===== config.mk =====
export PLATFORM = sky130hd
export DESIGN_NAME = sck_prescaler
export DESIGN_NICKNAME = d
export VERILOG_FILES = /design/src/rtl/sck_prescaler.sv
export SDC_FILE = /design/constraint.sdc
export NUM_CORES = 1
export LEC_CHECK = 0
export BUFFER_PORTS_ARGS = -buffer_cell sky130_fd_sc_hd__buf_2
export CAP_MARGIN = 20
export CORE_ASPECT_RATIO = 0.7
export CORE_MARGIN = 3
export CORE_UTILIZATION = 55
export CTS_BUF_LIST = sky130_fd_sc_hd__clkbuf_8 sky130_fd_sc_hd__clkbuf_16
export CTS_CLUSTER_DIAMETER = 80
export DETAILED_ROUTE_END_ITERATION = 10
export PLACE_DENSITY = 0.85
export SYNTH_ARGS = -nofsm -noshare
export SYNTH_HDL_FRONTEND = slang
export SYNTH_SLANG_ARGS = --single-unit

===== constraint.sdc =====
create_clock -name clk -period 5.6 [get_ports clk]
set_clock_uncertainty 0.15 [all_clocks]
set_input_delay 0.84 -clock clk [delete_from_list [all_inputs] [get_ports clk]]
set_output_delay 0.84 -clock clk [all_outputs]
set_load 0.005 [all_outputs]

===== src/rtl/sck_prescaler.sv =====
module sck_prescaler #(
  parameter bit EXTENDED = 1'b1
) (
  input  logic       clk,
  input  logic       rst_n,
  input  logic [7:0] prescale,
  input  logic       run,
  output logic       sck_tick,
  output logic       sample_stb,
  output logic       shift_stb
);
  localparam int MUL_W    = 4;
  localparam int EXP_W    = 3;
  localparam int MIN_DIV  = 4;
  localparam int MAX_DIV  = ((1 << MUL_W) - 1) << ((1 << EXP_W) - 1);
  localparam int DIV_W    = $clog2(MAX_DIV + 1);
  localparam int MAX_HALF = (MAX_DIV + 1) / 2;
  localparam int HALF_W   = $clog2(MAX_HALF + 1);

  function automatic logic [HALF_W-1:0] half_of(input logic [7:0] f);
    logic [MUL_W-1:0] mul;
    logic [EXP_W-1:0] ex;
    logic [DIV_W-1:0] n;
    mul = f[3:0];
    ex  = {f[7:6], f[4]};
    if (EXTENDED) n = (mul < 4'd2) ? DIV_W'(MIN_DIV) : (DIV_W'(mul) << ex);
    else          n = DIV_W'({mul, 1'b0});
    if (n < DIV_W'(MIN_DIV)) n = DIV_W'(MIN_DIV);
    n = n + DIV_W'(1);
    return HALF_W'(n >> 1);
  endfunction

  logic [HALF_W-1:0] half_q;
  logic [HALF_W-1:0] cnt_q;
  logic              phase_q;
  logic              hit;

  assign hit        = run && (cnt_q == half_q - HALF_W'(1));
  assign sck_tick   = hit;
  assign sample_stb = hit && !phase_q;
  assign shift_stb  = hit && phase_q;

  always_ff @(posedge clk or negedge rst_n) begin
    if (!rst_n) begin
      half_q  <= HALF_W'(MIN_DIV / 2);
      cnt_q   <= '0;
      phase_q <= 1'b0;
    end else if (!run) begin
      half_q  <= half_of(prescale);
      cnt_q   <= '0;
      phase_q <= 1'b0;
    end else if (hit) begin
      cnt_q   <= '0;
      phase_q <= ~phase_q;
    end else begin
      cnt_q   <= cnt_q + HALF_W'(1);
    end
  end

  AST_HALF_RANGE: assert property (@(posedge clk) disable iff (!rst_n)
    (half_q >= HALF_W'(MIN_DIV / 2)) && (half_q <= HALF_W'(MAX_HALF)));
  AST_CNT_BOUND: assert property (@(posedge clk) disable iff (!rst_n)
    cnt_q < half_q);
  AST_CFG_FROZEN: assert property (@(posedge clk) disable iff (!rst_n)
    (run && $past(run)) |-> $stable(half_q));
  AST_RESTART: assert property (@(posedge clk) disable iff (!rst_n)
    $rose(run) |-> (cnt_q == '0 && !phase_q));
  AST_NO_BACK_TO_BACK: assert property (@(posedge clk) disable iff (!rst_n)
    sck_tick |=> !sck_tick);
  AST_EDGE_ALTERNATE: assert property (@(posedge clk) disable iff (!rst_n)
    (sample_stb && $past(run)) |=> (!sample_stb || !run));
  AST_IDLE_QUIET: assert property (@(posedge clk) disable iff (!rst_n)
    !$past(run) |-> !phase_q);
endmodule


==> impl_metrics.prom <==
# TYPE chip_impl_metric gauge
chip_impl_metric{name="fin_nets",unit=""} 193
chip_impl_metric{name="fillers",unit=""} 229
chip_impl_metric{name="met2WireLength",unit="um"} 1640
chip_impl_metric{name="detail_route.drc_violations",unit=""} 0
chip_impl_metric{name="critical_path_data_required_time",unit="ps"} 4610
chip_impl_metric{name="wire_length_of_the_first_global_routing_pass",unit="um"} 5820
chip_impl_metric{name="layout_worst_path_cycle_share",unit=""} 0.696
chip_impl_metric{name="floorplan.initialDensity",unit=""} 0.595
chip_impl_metric{name="drtPass1Iterations",unit=""} 5
chip_impl_metric{name="worst_r2r_setup_slack",unit="ps"} 2560
chip_impl_metric{name="count_of_flip_flops_with_a_built_in_enable_after_synthesis",unit=""} 0
chip_impl_info{name="cell_repeated_most_along_the_worst_path",value="or4_1"} 1
chip_impl_metric{name="hold_viol",unit=""} 0
chip_impl_metric{name="post_synth_num_cell_types",unit=""} 41
chip_impl_metric{name="post_synth.cell_area_avg",unit="sq um"} 8.77
chip_impl_metric{name="pin_count_of_the_biggest_net_entering_global_routing",unit=""} 22
chip_impl_metric{name="pwr_density_cell",unit="nW/um^2"} 229
chip_impl_info{name="worstPathCellList",value="or4_1, or4_1, o31a_2, a2111oi_4, nand2_1, nor2_1, buf_2"} 1
chip_impl_metric{name="gp_congestion",unit=""} 0.978
chip_impl_metric{name="syn_to_final_growth",unit="%"} 6.56
chip_impl_metric{name="fin_total_pwr",unit="uW"} 367
chip_impl_metric{name="core_region_area",unit="sq um"} 2530
chip_impl_info{name="setup.worst_path.end_class",value="output pin"} 1
chip_impl_metric{name="number_of_flip_flops_and_latches_in_the_synthesized_netlist",unit=""} 21
chip_impl_metric{name="initialDrtViolationCount",unit=""} 132
chip_impl_metric{name="num_antenna_cells",unit=""} 0
chip_impl_metric{name="holdBufCountCts",unit=""} 0
chip_impl_metric{name="cp_slowest_stage_delay",unit="ps"} 680
chip_impl_metric{name="dp_hpwl",unit="um"} 2480
chip_impl_metric{name="synth_cells",unit=""} 172
chip_impl_metric{name="grt.total_usage",unit=""} 0.224
chip_impl_metric{name="setup-tns-final",unit="ps"} 0
chip_impl_metric{name="final_area",unit="sq um"} 1610
chip_impl_metric{name="routed-via-count",unit=""} 1318
chip_impl_metric{name="grt_remaining_overflow",unit=""} 0
chip_impl_metric{name="leakage_power",unit="uW"} 0.000695
chip_impl_metric{name="synth_warnings",unit=""} 0
chip_impl_metric{name="drt_wl_total",unit="um"} 3360
chip_impl_info{name="tritoncts",value="yes"} 1
chip_impl_info{name="highest_layer",value="met4"} 1
chip_impl_metric{name="timing.critical_path.buf_inv",unit=""} 1
chip_impl_metric{name="synth_async_sr_flop_share",unit=""} 1.00
chip_impl_metric{name="detail-route-antenna-nets",unit=""} 0
chip_impl_metric{name="clock_insertion_delay_worst_skew",unit="ps"} 260
chip_impl_metric{name="total_of_buffers_placed_on_input_and_output_ports",unit=""} 12
chip_impl_metric{name="floorplan.die.width",unit="um"} 68.6
chip_impl_metric{name="finalSetupViolations",unit=""} 0
chip_impl_info{name="status",value="finished clean"} 1
chip_impl_metric{name="timing.max_slew.rel_slack",unit=""} 0.618
chip_impl_metric{name="cap_viol_max_count",unit=""} 0
chip_impl_info{name="critPathLaunchType",value="flop"} 1
chip_impl_metric{name="path_depth",unit=""} 7
chip_impl_metric{name="worstRegToRegCells",unit=""} 6
chip_impl_info{name="timing_worst_setup_path_type",value="reg2out"} 1
chip_impl_info{name="synth_flop_cell",value="dfrtp_1"} 1
chip_impl_info{name="worstSetupStartpoint",value="half_q[3]"} 1
chip_impl_metric{name="ir_drop",unit="mV"} 0.132
chip_impl_metric{name="detail_route.vias_per_cell",unit=""} 6.22
chip_impl_info{name="slowest_stage",value="or4_1"} 1
chip_impl_metric{name="total_nets_after_synthesis",unit=""} 186
chip_impl_metric{name="cts_sinks",unit=""} 21
chip_impl_info{name="layout_commonest_cell",value="nor2_1"} 1
chip_impl_metric{name="floorplan.die.height",unit="um"} 49.8
chip_impl_metric{name="report.final.slew_viol_count",unit=""} 0
chip_impl_metric{name="seq_area_frac_synth",unit=""} 0.349
chip_impl_metric{name="cts.reportedPaths.clkPinSlew",unit="ps"} 80
chip_impl_metric{name="grt_antenna_before_repair",unit=""} 0
chip_impl_metric{name="timing.critical_path.fanout_max",unit=""} 8
chip_impl_metric{name="floorplan.die_area",unit="sq um"} 3420
chip_impl_info{name="min_delay_path_class",value="reg2reg"} 1
chip_impl_metric{name="synth.cell_area",unit="sq um"} 1510
chip_impl_metric{name="cts_setup_buffers",unit=""} 0
chip_impl_metric{name="core.rowCount",unit=""} 15
chip_impl_metric{name="layout-drive-gt1-share",unit=""} 0.146
chip_impl_info{name="regToRegStartpoint",value="half_q[3]"} 1
chip_impl_metric{name="final.min_clock_period",unit="ps"} 3890
chip_impl_info{name="root_buffer",value="clkbuf_8"} 1
chip_impl_metric{name="worst_ep_arrival_time",unit="ps"} 2900
chip_impl_metric{name="cts_resized",unit=""} 0
chip_impl_info{name="most_frequent_cells_in_the_layout",value="23 x nor2_1, 20 x dfrtp_1, 14 x xnor2_1"} 1
chip_impl_metric{name="met1_length",unit="um"} 1480
chip_impl_metric{name="fmaxAchievable",unit="GHz"} 0.257
chip_impl_metric{name="cts.htree.levels",unit=""} 1
chip_impl_metric{name="numCtsBuffers",unit=""} 3
chip_impl_metric{name="grt_pass1_vias",unit=""} 1236
chip_impl_metric{name="worstMarginPinSlew",unit="ps"} 569
chip_impl_metric{name="avgRoutedWirePerCell",unit="um"} 15.9
chip_impl_info{name="rsz_0062_raised_after_global_routing",value="no"} 1
chip_impl_metric{name="detailed_place.area",unit="sq um"} 1560
chip_impl_info{name="r2r_end",value="cnt_q[9]"} 1
chip_impl_metric{name="max-clock-path-buffers",unit=""} 2
chip_impl_info{name="critical_path.top_delay_family",value="simple AND/OR/NAND/NOR gates"} 1
chip_impl_metric{name="wl_met3",unit="um"} 227
chip_impl_info{name="crit_path_end",value="sample_stb"} 1
chip_impl_metric{name="top_level_ports",unit=""} 14
[state kept, by name, indices dropped and copies added (netlist names)]
register / flops
half_q: 10
phase_q: 1
cnt_q: 10
[cell type report]
cell class / count / area [sq um] / share of cell area
sequential: 21 / 527 / 0.328
inverter: 10 / 37.5 / 0.0234
clock inverter: 1 / 5.00 / 0.00312
tap: 34 / 42.5 / 0.0265
clock buffer: 3 / 41.3 / 0.0257
multi-input combinational: 131 / 893 / 0.556
timing repair buffer: 12 / 60.1 / 0.0374
[metrics by stage]
| stage | setup WS, ps | cells | hold WS, ps | utilization |
|---|---|---|---|---|
| final | 1710 | 212 | 363 | 0.634 |
| after global routing | 1560 | 212 | 401 | 0.634 |
| after CTS | 1710 | 212 | 370 | 0.634 |
| after detailed placement | 2010 | 208 | 358 | 0.616 |
| after global placement | 2100 | 208 | 341 | 0.616 |
| after floorplan | 2210 | 172 | 319 | - |
[logic make-up after synthesis]
kind of cell	Yosys count	share of synthesized area
and+or+nand+nor	68	0.227
adders and majority gates	3	0.0249
xor gates and xnor gates	23	0.134
buffers and inverters	20	0.0581
muxes	8	0.0556
DFF	21	0.349
AOI/OAI and AO/OA	29	0.152
[metal layers]
| layer | global-route usage | vias up |
|---|---|---|
| met2 | 0.358 | 62 |
| met4 | 0.0297 | 0 |
| met1 | 0.317 | 635 |
| met5 | 0 | - |
| met3 | 0.0478 | 5 |
| li1 | - | 616 |
[worst reg2reg max path: stages, from the launching register on]
cell	delay, ps
dfrtp_1	480
or4_1	680
or4_1	560
o31a_2	140
a2111oi_4	410
nand2b_1	390
nor2_1	100
[Yosys cell counts (all sizes together) (2+ instances only)]
library cell | instances | area (sq um)
inv | 10 | 37.5
nand4 | 2 | 12.5
nand2b | 6 | 37.5
a31oi | 2 | 12.5
mux2i | 5 | 50.1
xnor2 | 14 | 123
buf | 3 | 23.8
nand3 | 7 | 35.0
a21oi | 3 | 15.0
xor2 | 9 | 78.8
a21boi | 2 | 15.0
o22ai | 2 | 12.5
o211ai | 2 | 15.0
mux2 | 3 | 33.8
ha | 3 | 37.5
dfrtp | 20 | 500
and3 | 2 | 12.5
a2111oi | 2 | 36.3
nand3b | 2 | 15.0
clkbuf | 7 | 26.3
nand2 | 11 | 41.3
o31a | 3 | 30.0
o21ai | 4 | 20.0
nor2 | 23 | 86.3
a22o | 2 | 17.5
nor3 | 4 | 20.0
o31ai | 3 | 22.5
or4 | 3 | 22.5
nor4 | 4 | 25.0
[power by group]
part / leakage, uW / switching [uW] / internal [uW] / total (uW)
logic: 0.000389 / 54.7 / 37.6 / 92.3
registers: 0.000280 / 12.8 / 162 / 174
clock network: 0.0000255 / 50.9 / 49.6 / 101
[worst min-delay path by stage]
stage / start / end / slack (ps) / cells after the start
3_5_place_dp: half_q[1] / half_q[1] / 360 / 2
4_1_cts: half_q[1] / half_q[1] / 370 / 2
5_1_grt: rst_n / cnt_q[5] / 400 / 1
3_3_place_gp: half_q[1] / half_q[1] / 340 / 2
6_report: half_q[1] / half_q[1] / 360 / 2
2_1_floorplan: half_q[1] / half_q[1] / 320 / 2
Note: power is estimated with default switching activity, not from simulation.
